===== src/rtl/pfg_pkg.sv =====
package pfg_pkg;

  typedef enum logic [1:0] {
    PG_PROTECT = 2'd0,
    PG_PASS    = 2'd1,
    PG_GRACE   = 2'd2
  } pfg_state_e;

  function automatic int grace_from_time(input int clk_khz, input int window_ns);
    longint prod;
    prod = longint'(clk_khz) * longint'(window_ns);
    return int'((prod + 64'd999999) / 64'd1000000);
  endfunction

endpackage


===== src/rtl/pfg_sync.sv =====
module pfg_sync #(
  parameter int   STAGES    = 2,
  parameter logic RESET_VAL = 1'b1
) (
  input  logic clk,
  input  logic rst,
  input  logic d_async,
  output logic q_sync
);

  generate
    if (STAGES == 0) begin : g_bypass
      assign q_sync = d_async;
    end else begin : g_chain
      logic [STAGES-1:0] chain;
      always_ff @(posedge clk) begin
        if (rst) begin
          chain <= {STAGES{RESET_VAL}};
        end else if (STAGES == 1) begin
          chain[0] <= d_async;
        end else begin
          chain <= {chain[STAGES-2:0], d_async};
        end
      end
      assign q_sync = chain[STAGES-1];
    end
  endgenerate

endmodule


===== src/rtl/pfg_grace_timer.sv =====
module pfg_grace_timer #(
  parameter int LIMIT = 75
) (
  input  logic clk,
  input  logic rst,
  input  logic run,
  output logic expired
);

  localparam int CW = (LIMIT > 1) ? $clog2(LIMIT) : 1;
  localparam logic [CW-1:0] LAST = CW'(LIMIT - 1);

  logic [CW-1:0] cnt;

  always_ff @(posedge clk) begin
    if (rst || !run) begin
      cnt <= '0;
    end else if (cnt != LAST) begin
      cnt <= cnt + 1'b1;
    end
  end

  assign expired = run && (cnt == LAST);

endmodule


===== src/rtl/pfg_fsm.sv =====
module pfg_fsm
  import pfg_pkg::*;
(
  input  logic       clk,
  input  logic       rst,
  input  logic       req_n,
  input  logic       fail,
  input  logic       expired,
  output pfg_state_e state,
  output logic       timer_run
);

  pfg_state_e nxt;

  always_comb begin
    nxt = state;
    unique case (state)
      PG_PASS: begin
        if (fail) nxt = req_n ? PG_PROTECT : PG_GRACE;
      end
      PG_GRACE: begin
        if (req_n || expired) nxt = PG_PROTECT;
      end
      PG_PROTECT: begin
        if (!fail && req_n) nxt = PG_PASS;
      end
      default: nxt = PG_PROTECT;
    endcase
  end

  always_ff @(posedge clk) begin
    if (rst) state <= PG_PROTECT;
    else     state <= nxt;
  end

  assign timer_run = (state == PG_GRACE);

endmodule


===== src/rtl/pfg_ce_guard.sv =====
module pfg_ce_guard
  import pfg_pkg::*;
#(
  parameter int CLK_KHZ      = 50000,
  parameter int GRACE_NS     = 1500,
  parameter int GRACE_CYCLES = grace_from_time(CLK_KHZ, GRACE_NS),
  parameter int SYNC_STAGES  = 2
) (
  input  logic clk,
  input  logic rst,
  input  logic ce_req_n,
  input  logic pwr_fail,
  input  logic tol_sel,
  output logic ce_out_n,
  output logic cmp_tol_sel
);

  localparam int LIMIT = (GRACE_CYCLES < 1) ? 1 : GRACE_CYCLES;

  logic       fail_sync;
  logic       expired;
  logic       timer_run;
  pfg_state_e state;

  pfg_sync #(.STAGES(SYNC_STAGES), .RESET_VAL(1'b1)) u_sync (
    .clk     (clk),
    .rst     (rst),
    .d_async (pwr_fail),
    .q_sync  (fail_sync)
  );

  pfg_grace_timer #(.LIMIT(LIMIT)) u_timer (
    .clk     (clk),
    .rst     (rst),
    .run     (timer_run),
    .expired (expired)
  );

  pfg_fsm u_fsm (
    .clk       (clk),
    .rst       (rst),
    .req_n     (ce_req_n),
    .fail      (fail_sync),
    .expired   (expired),
    .state     (state),
    .timer_run (timer_run)
  );

  always_comb begin
    unique case (state)
      PG_PASS, PG_GRACE: ce_out_n = ce_req_n;
      default:           ce_out_n = 1'b1;
    endcase
  end

  assign cmp_tol_sel = tol_sel;

endmodule


===== config.mk =====
export PLATFORM = sky130hd
export DESIGN_NAME = pfg_ce_guard
export DESIGN_NICKNAME = d
export VERILOG_FILES = /design/src/rtl/pfg_pkg.sv /design/src/rtl/pfg_sync.sv /design/src/rtl/pfg_grace_timer.sv /design/src/rtl/pfg_fsm.sv /design/src/rtl/pfg_ce_guard.sv
export SDC_FILE = /design/constraint.sdc
export NUM_CORES = 1
export LEC_CHECK = 0
export BUFFER_PORTS_ARGS = -buffer_cell sky130_fd_sc_hd__buf_2
export CAP_MARGIN = 30
export CORE_MARGIN = 5
export CORE_UTILIZATION = 30
export DETAILED_ROUTE_END_ITERATION = 12
export PLACE_DENSITY = 0.43
export SLEW_MARGIN = 30
export SYNTH_ARGS = -nofsm -noshare
export SYNTH_HDL_FRONTEND = slang
export SYNTH_SLANG_ARGS = --single-unit

===== constraint.sdc =====
create_clock -name clk -period 3.3 [get_ports clk]
set_input_delay 0.99 -clock clk [delete_from_list [all_inputs] [get_ports clk]]
set_output_delay 0.99 -clock clk [all_outputs]
set_load 0.005 [all_outputs]

# Word level (Yosys, flattened, before mapping)

Index checks and enable logic that the tools add are counted.

Equal/unequal tests: 7
Multiplexer cells: 6
Add/sub/neg operators: 1
Reductions and logical operators: 9

Operators with widths:

| cell                                                 | number |
|---|---|
| 2-to-1 mux 2 bit                                     | 4 |
| adder 7 x 1 -> 7 bit (second input constant)         | 1 |
| equality test 7 bit (second input constant)          | 1 |
| != test 7 bit (second input constant)                | 1 |
| case mux 2 bit (3 select lines)                      | 1 |
| != test 2 x 1 -> 1 bit (second input constant)       | 2 |
| AND reduction 3 bit                                  | 1 |
| equality test 2 x 1 -> 1 bit (second input constant) | 1 |
| equality test 2 bit (second input constant)          | 1 |
| logical AND 1 bit                                    | 2 |
| logical NOT 1 bit                                    | 2 |
| logical NOT 2 bit                                    | 1 |
| logical OR 1 bit                                     | 2 |
| != test 2 bit (second input constant)                | 1 |
| OR reduction 2 bit                                   | 1 |
| 2-to-1 mux 1 bit                                     | 1 |

Output and inout port bits: 2
Register bits: 11
Input port bits: 5

# Longest topological paths before layout

Word-level depth: 5
Mapped depth: 6
Gate-level depth less buffers: 6

# Hierarchy

Synthesis repeated with hierarchy kept, for this count alone.

Cells, all modules: 52
Area, all modules: 511.7 um^2

Modules (own cells, without submodules):

| module          | instances | cells each | area each (um^2) |
|---|---|---|---|
| pfg_grace_timer | 1         | 37         | 349.1 |
| pfg_fsm         | 1         | 8          | 87.6 |
| pfg_sync        | 1         | 4          | 52.6 |
| pfg_ce_guard    | 1         | 3          | 22.5 |

# Least setup slack after synthesis

OpenSTA, ideal clock, no wires.

Kind: input to output
Start: in ce_req_n
End: out ce_out_n
Data arrival time: 1.121 ns
Path buffers: 0
Path slack: 1.189 ns
Cell stages on the path: 1
Cell sequence: nand2b_1

Longest elaborated chain between the ends: 1

RTL lines:

| element          | RTL line           | RTL |
|---|---|---|
| from (decl)      | pfg_ce_guard.sv:11 | `input logic ce_req_n,` |
| 2-to-1 mux 1 bit | pfg_ce_guard.sv:50 | `unique case (state)` |
| to (decl)        | pfg_ce_guard.sv:14 | `output logic ce_out_n,` |

Every way passes these cells.

# Worst setup path in the final report

Ends and elaborated chain as after synthesis.

==> key figures <==
Outcome
  • Status: finished, final reports clean

Critical path
  • CP Capture Type: output port
  • R2R depth: 6
  • Crit path buffers/inverters: 2
  • CP arrival: 1360 ps
  • Crit path largest cell delay: 130 ps
  • Flop-to-flop setup slack: 1530 ps
  • R2r endpoint: u_fsm.state[0]
  • Slowest CP cell: nand2b_1
  • Crit path cell chain: buf_2 > nand2b_1 > buf_2
  • Required time of the worst setup path: 2310 ps
  • Critical Path Fanout Max: 4
  • Critical path launch point type: input port
  • R2R Path Start: u_timer.cnt[0]
  • Setup crit start: ce_req_n
  • Crit path max-delay family: buffers and inverters
  • Worst Setup Path Type: in -> out
  • Crit-path most repeated cell: buf_2

Finish
  • # nets final: 75
  • ANT cells: 0
  • Fillers: 200
  • Utilization after layout: 35.4%
  • Layout area overhead: 13.0%
  • Layout cells sized above 1: 15.6%
  • Area of the multi-input gates: 298 µm²
  • Register Area: 220 µm²

Clock tree
  • CTS hold repair buffers: 0
  • Setup Fix Bufs, Post-CTS: 0
  • TritonCTS clock tree: built
  • Clock transition at path regs: 80 ps
  • # resized after CTS: 0
  • Clock latency on the worst-skew pair: 270 ps
  • Clock buffer count from CTS: 3
  • Clock Root Buffer: clkbuf_4
  • Clock Sinks: 11
  • Max H-tree Level: 1
  • Clock Path Buffers: 2

Routing
  • Via density: 4.29
  • Drt drc: 0
  • WL per Instance: 10.4 µm
  • Post-DRT Antenna Nets: 0
  • Drt pass-1 iters: 4
  • Drt initial violations: 17
  • Final wirelength: 927 µm
  • Routed via count: 382

Synthesis
  • Synth Area in Simple Gates: 26.9%
  • Post-Synth Adder-Cell Area: 11.6%
  • Mapped cell area: 541 µm²
  • Largest area contributor in the netlist: dfxtp_1
  • Post-synthesis mux area share: 3.70%
  • Count of cell types in the netlist: 19
  • Synth Area in XOR/XNOR: 9.72%
  • Synth warn: 0
  • Synth top area share: 40.7%
  • Synthesized area per cell: 9.48 µm²
  • Complex-gate fraction of the synthesized area: 3.24%
  • Mapped Cells: 57
  • Synth Register Bits: 11
  • Ranking of synthesized cells by area: dfxtp_1, ha_1, xor2_1, nand2b_1, nor2_1
  • Largest family of logic cells by synthesized area: simple AND/OR/NAND/NOR gates
  • Post-synthesis sequential area ratio: 40.7%
  • Syn_nets: 67

Floorplanning
  • Core Area: 1730 µm²
  • Die width: 52.4 µm
  • Starting Density: 31.3%
  • # IOs: 7
  • Die area: 2750 µm²
  • Die height: 52.4 µm
  • Rows: 15

Timing
  • Max Fclk: 0.426 GHz
  • Final Max Slew Viols: 0
  • Tcrit/Tclk final: 71.1%
  • Final hold violations: 0
  • Final setup fails: 0
  • Setup TNS: 0 ps
  • RSZ-0062 raised after global routing: no
  • Max_slew headroom: 62.4%
  • Post-Route Skew: 6.69 ps
  • Post-layout minimum cycle time: 2350 ps
  • Slew @ Worst Pin: 564 ps

Global route
  • GRT Util Overall: 8.84%
  • Initial antenna violation count: 0
  • Grt total ovfl: 0
  • Number of global-route vias before repair: 376
  • Largest net degree at the start of global routing: 8
  • First-pass GRT wire length: 1660 µm

Worst hold path
  • Worst Hold Launch: u_sync.g_chain.chain[0]
  • Hold Crit Depth: 1
  • Hold Crit Class: reg -> reg
  • Hold endpoint: u_sync.g_chain.chain[1]

Placement
  • Buffers on Ports: 4
  • Detail Placement HPWL: 693 µm
  • GP Congestion: 0.715

Pwr
  • Power, Total: 0.285 mW
  • P per Cell Area: 466 nW/µm²
  • Peak supply drop: 0.190 mV
  • Lkg Pwr: 0.243 nW

Run
  • Max-Cap Viols: 0
==> how the worst max path moves through the flow <==
| stage | end | slack (ps) | depth (start not counted) |
|---|---|---|---|
| after floorplan | ce_out_n | 1190 | 1 |
| after global placement | ce_out_n | 960 | 3 |
| after detailed placement | ce_out_n | 960 | 3 |
| after CTS | ce_out_n | 950 | 3 |
| after global routing | ce_out_n | 930 | 3 |
| final | ce_out_n | 950 | 3 |
==> report_power, final <==
part	switching [mW]	internal, mW
sequential	0.00480	0.140
combinational	0.0233	0.0228
clock	0.0475	0.0468
==> Yosys cell counts <==
cell type	count
nor2_1	8
nand2_1	2
inv_1	4
ha_1	5
or2b_1	1
or2_2	2
nand3_1	4
xor2_1	4
nand2b_1	5
xnor2_1	2
a211oi_1	1
dfxtp_1	11
and4bb_1	1
nand3b_2	1
mux2i_1	2
buf_4	1
a222oi_1	1
and3_1	1
nor2b_1	1
==> layout make-up <==
class | count | share of cell area [%]
sequential | 11 | 36.1
timing repair buffer | 4 | 3.28
inverter | 4 | 2.46
tap | 25 | 5.12
clock buffer | 4 | 4.30
multi-input combinational | 41 | 48.8
==> flip-flops by register name (all words and copies together) (netlist names) <==
name / count
u_fsm.state: 2
u_sync.g_chain.chain: 2
u_timer.cnt: 7
==> cell families (layout without fill, tap and decap cells) <==
| kind of cell | count (synthesis) | in the layout |
|---|---|---|
| adders and majority gates | 5 | 5 |
| xor gates and xnor gates | 6 | 6 |
| and+or+nand+nor | 26 | 26 |
| AOI/OAI and AO/OA | 2 | 2 |
| buffers and inverters | 5 | 12 |
| DFF | 11 | 11 |
| muxes | 2 | 2 |
==> stage by stage <==
step / cells / hold slack, ps / worst slack, ps / instance area (µm²)
after CTS: 89 / 433 / 952 / 611
final: 89 / 427 / 954 / 611
after global placement: 85 / 399 / 960 / 584
after floorplan: 57 / 389 / 1190 / 541
after global routing: 89 / 448 / 925 / 611
after detailed placement: 85 / 400 / 956 / 584
==> cell usage in the layout (no fill, tap or decap) <==
master / n
ha_1: 5
nand3_1: 4
and4bb_1: 1
nand2_1: 2
buf_2: 4
and3_1: 1
dfxtp_1: 11
nand3b_2: 1
clkbuf_1: 1
a222oi_1: 1
nor2b_1: 1
mux2i_1: 2
inv_1: 4
or2_2: 2
xor2_1: 4
clkbuf_4: 3
nand2b_1: 5
a211oi_1: 1
xnor2_1: 2
nor2_1: 8
or2b_1: 1
==> metal layers <==
layer  routed length [µm]  track usage (%)  up-vias
li1                     -                -      198
met1                  432             10.1      174
met2                  414             12.6        8
met3                   62             5.98        2
met4                   18             3.83        0
met5                    0                0        -
No activity file was read; power rests on OpenSTA's default activity.
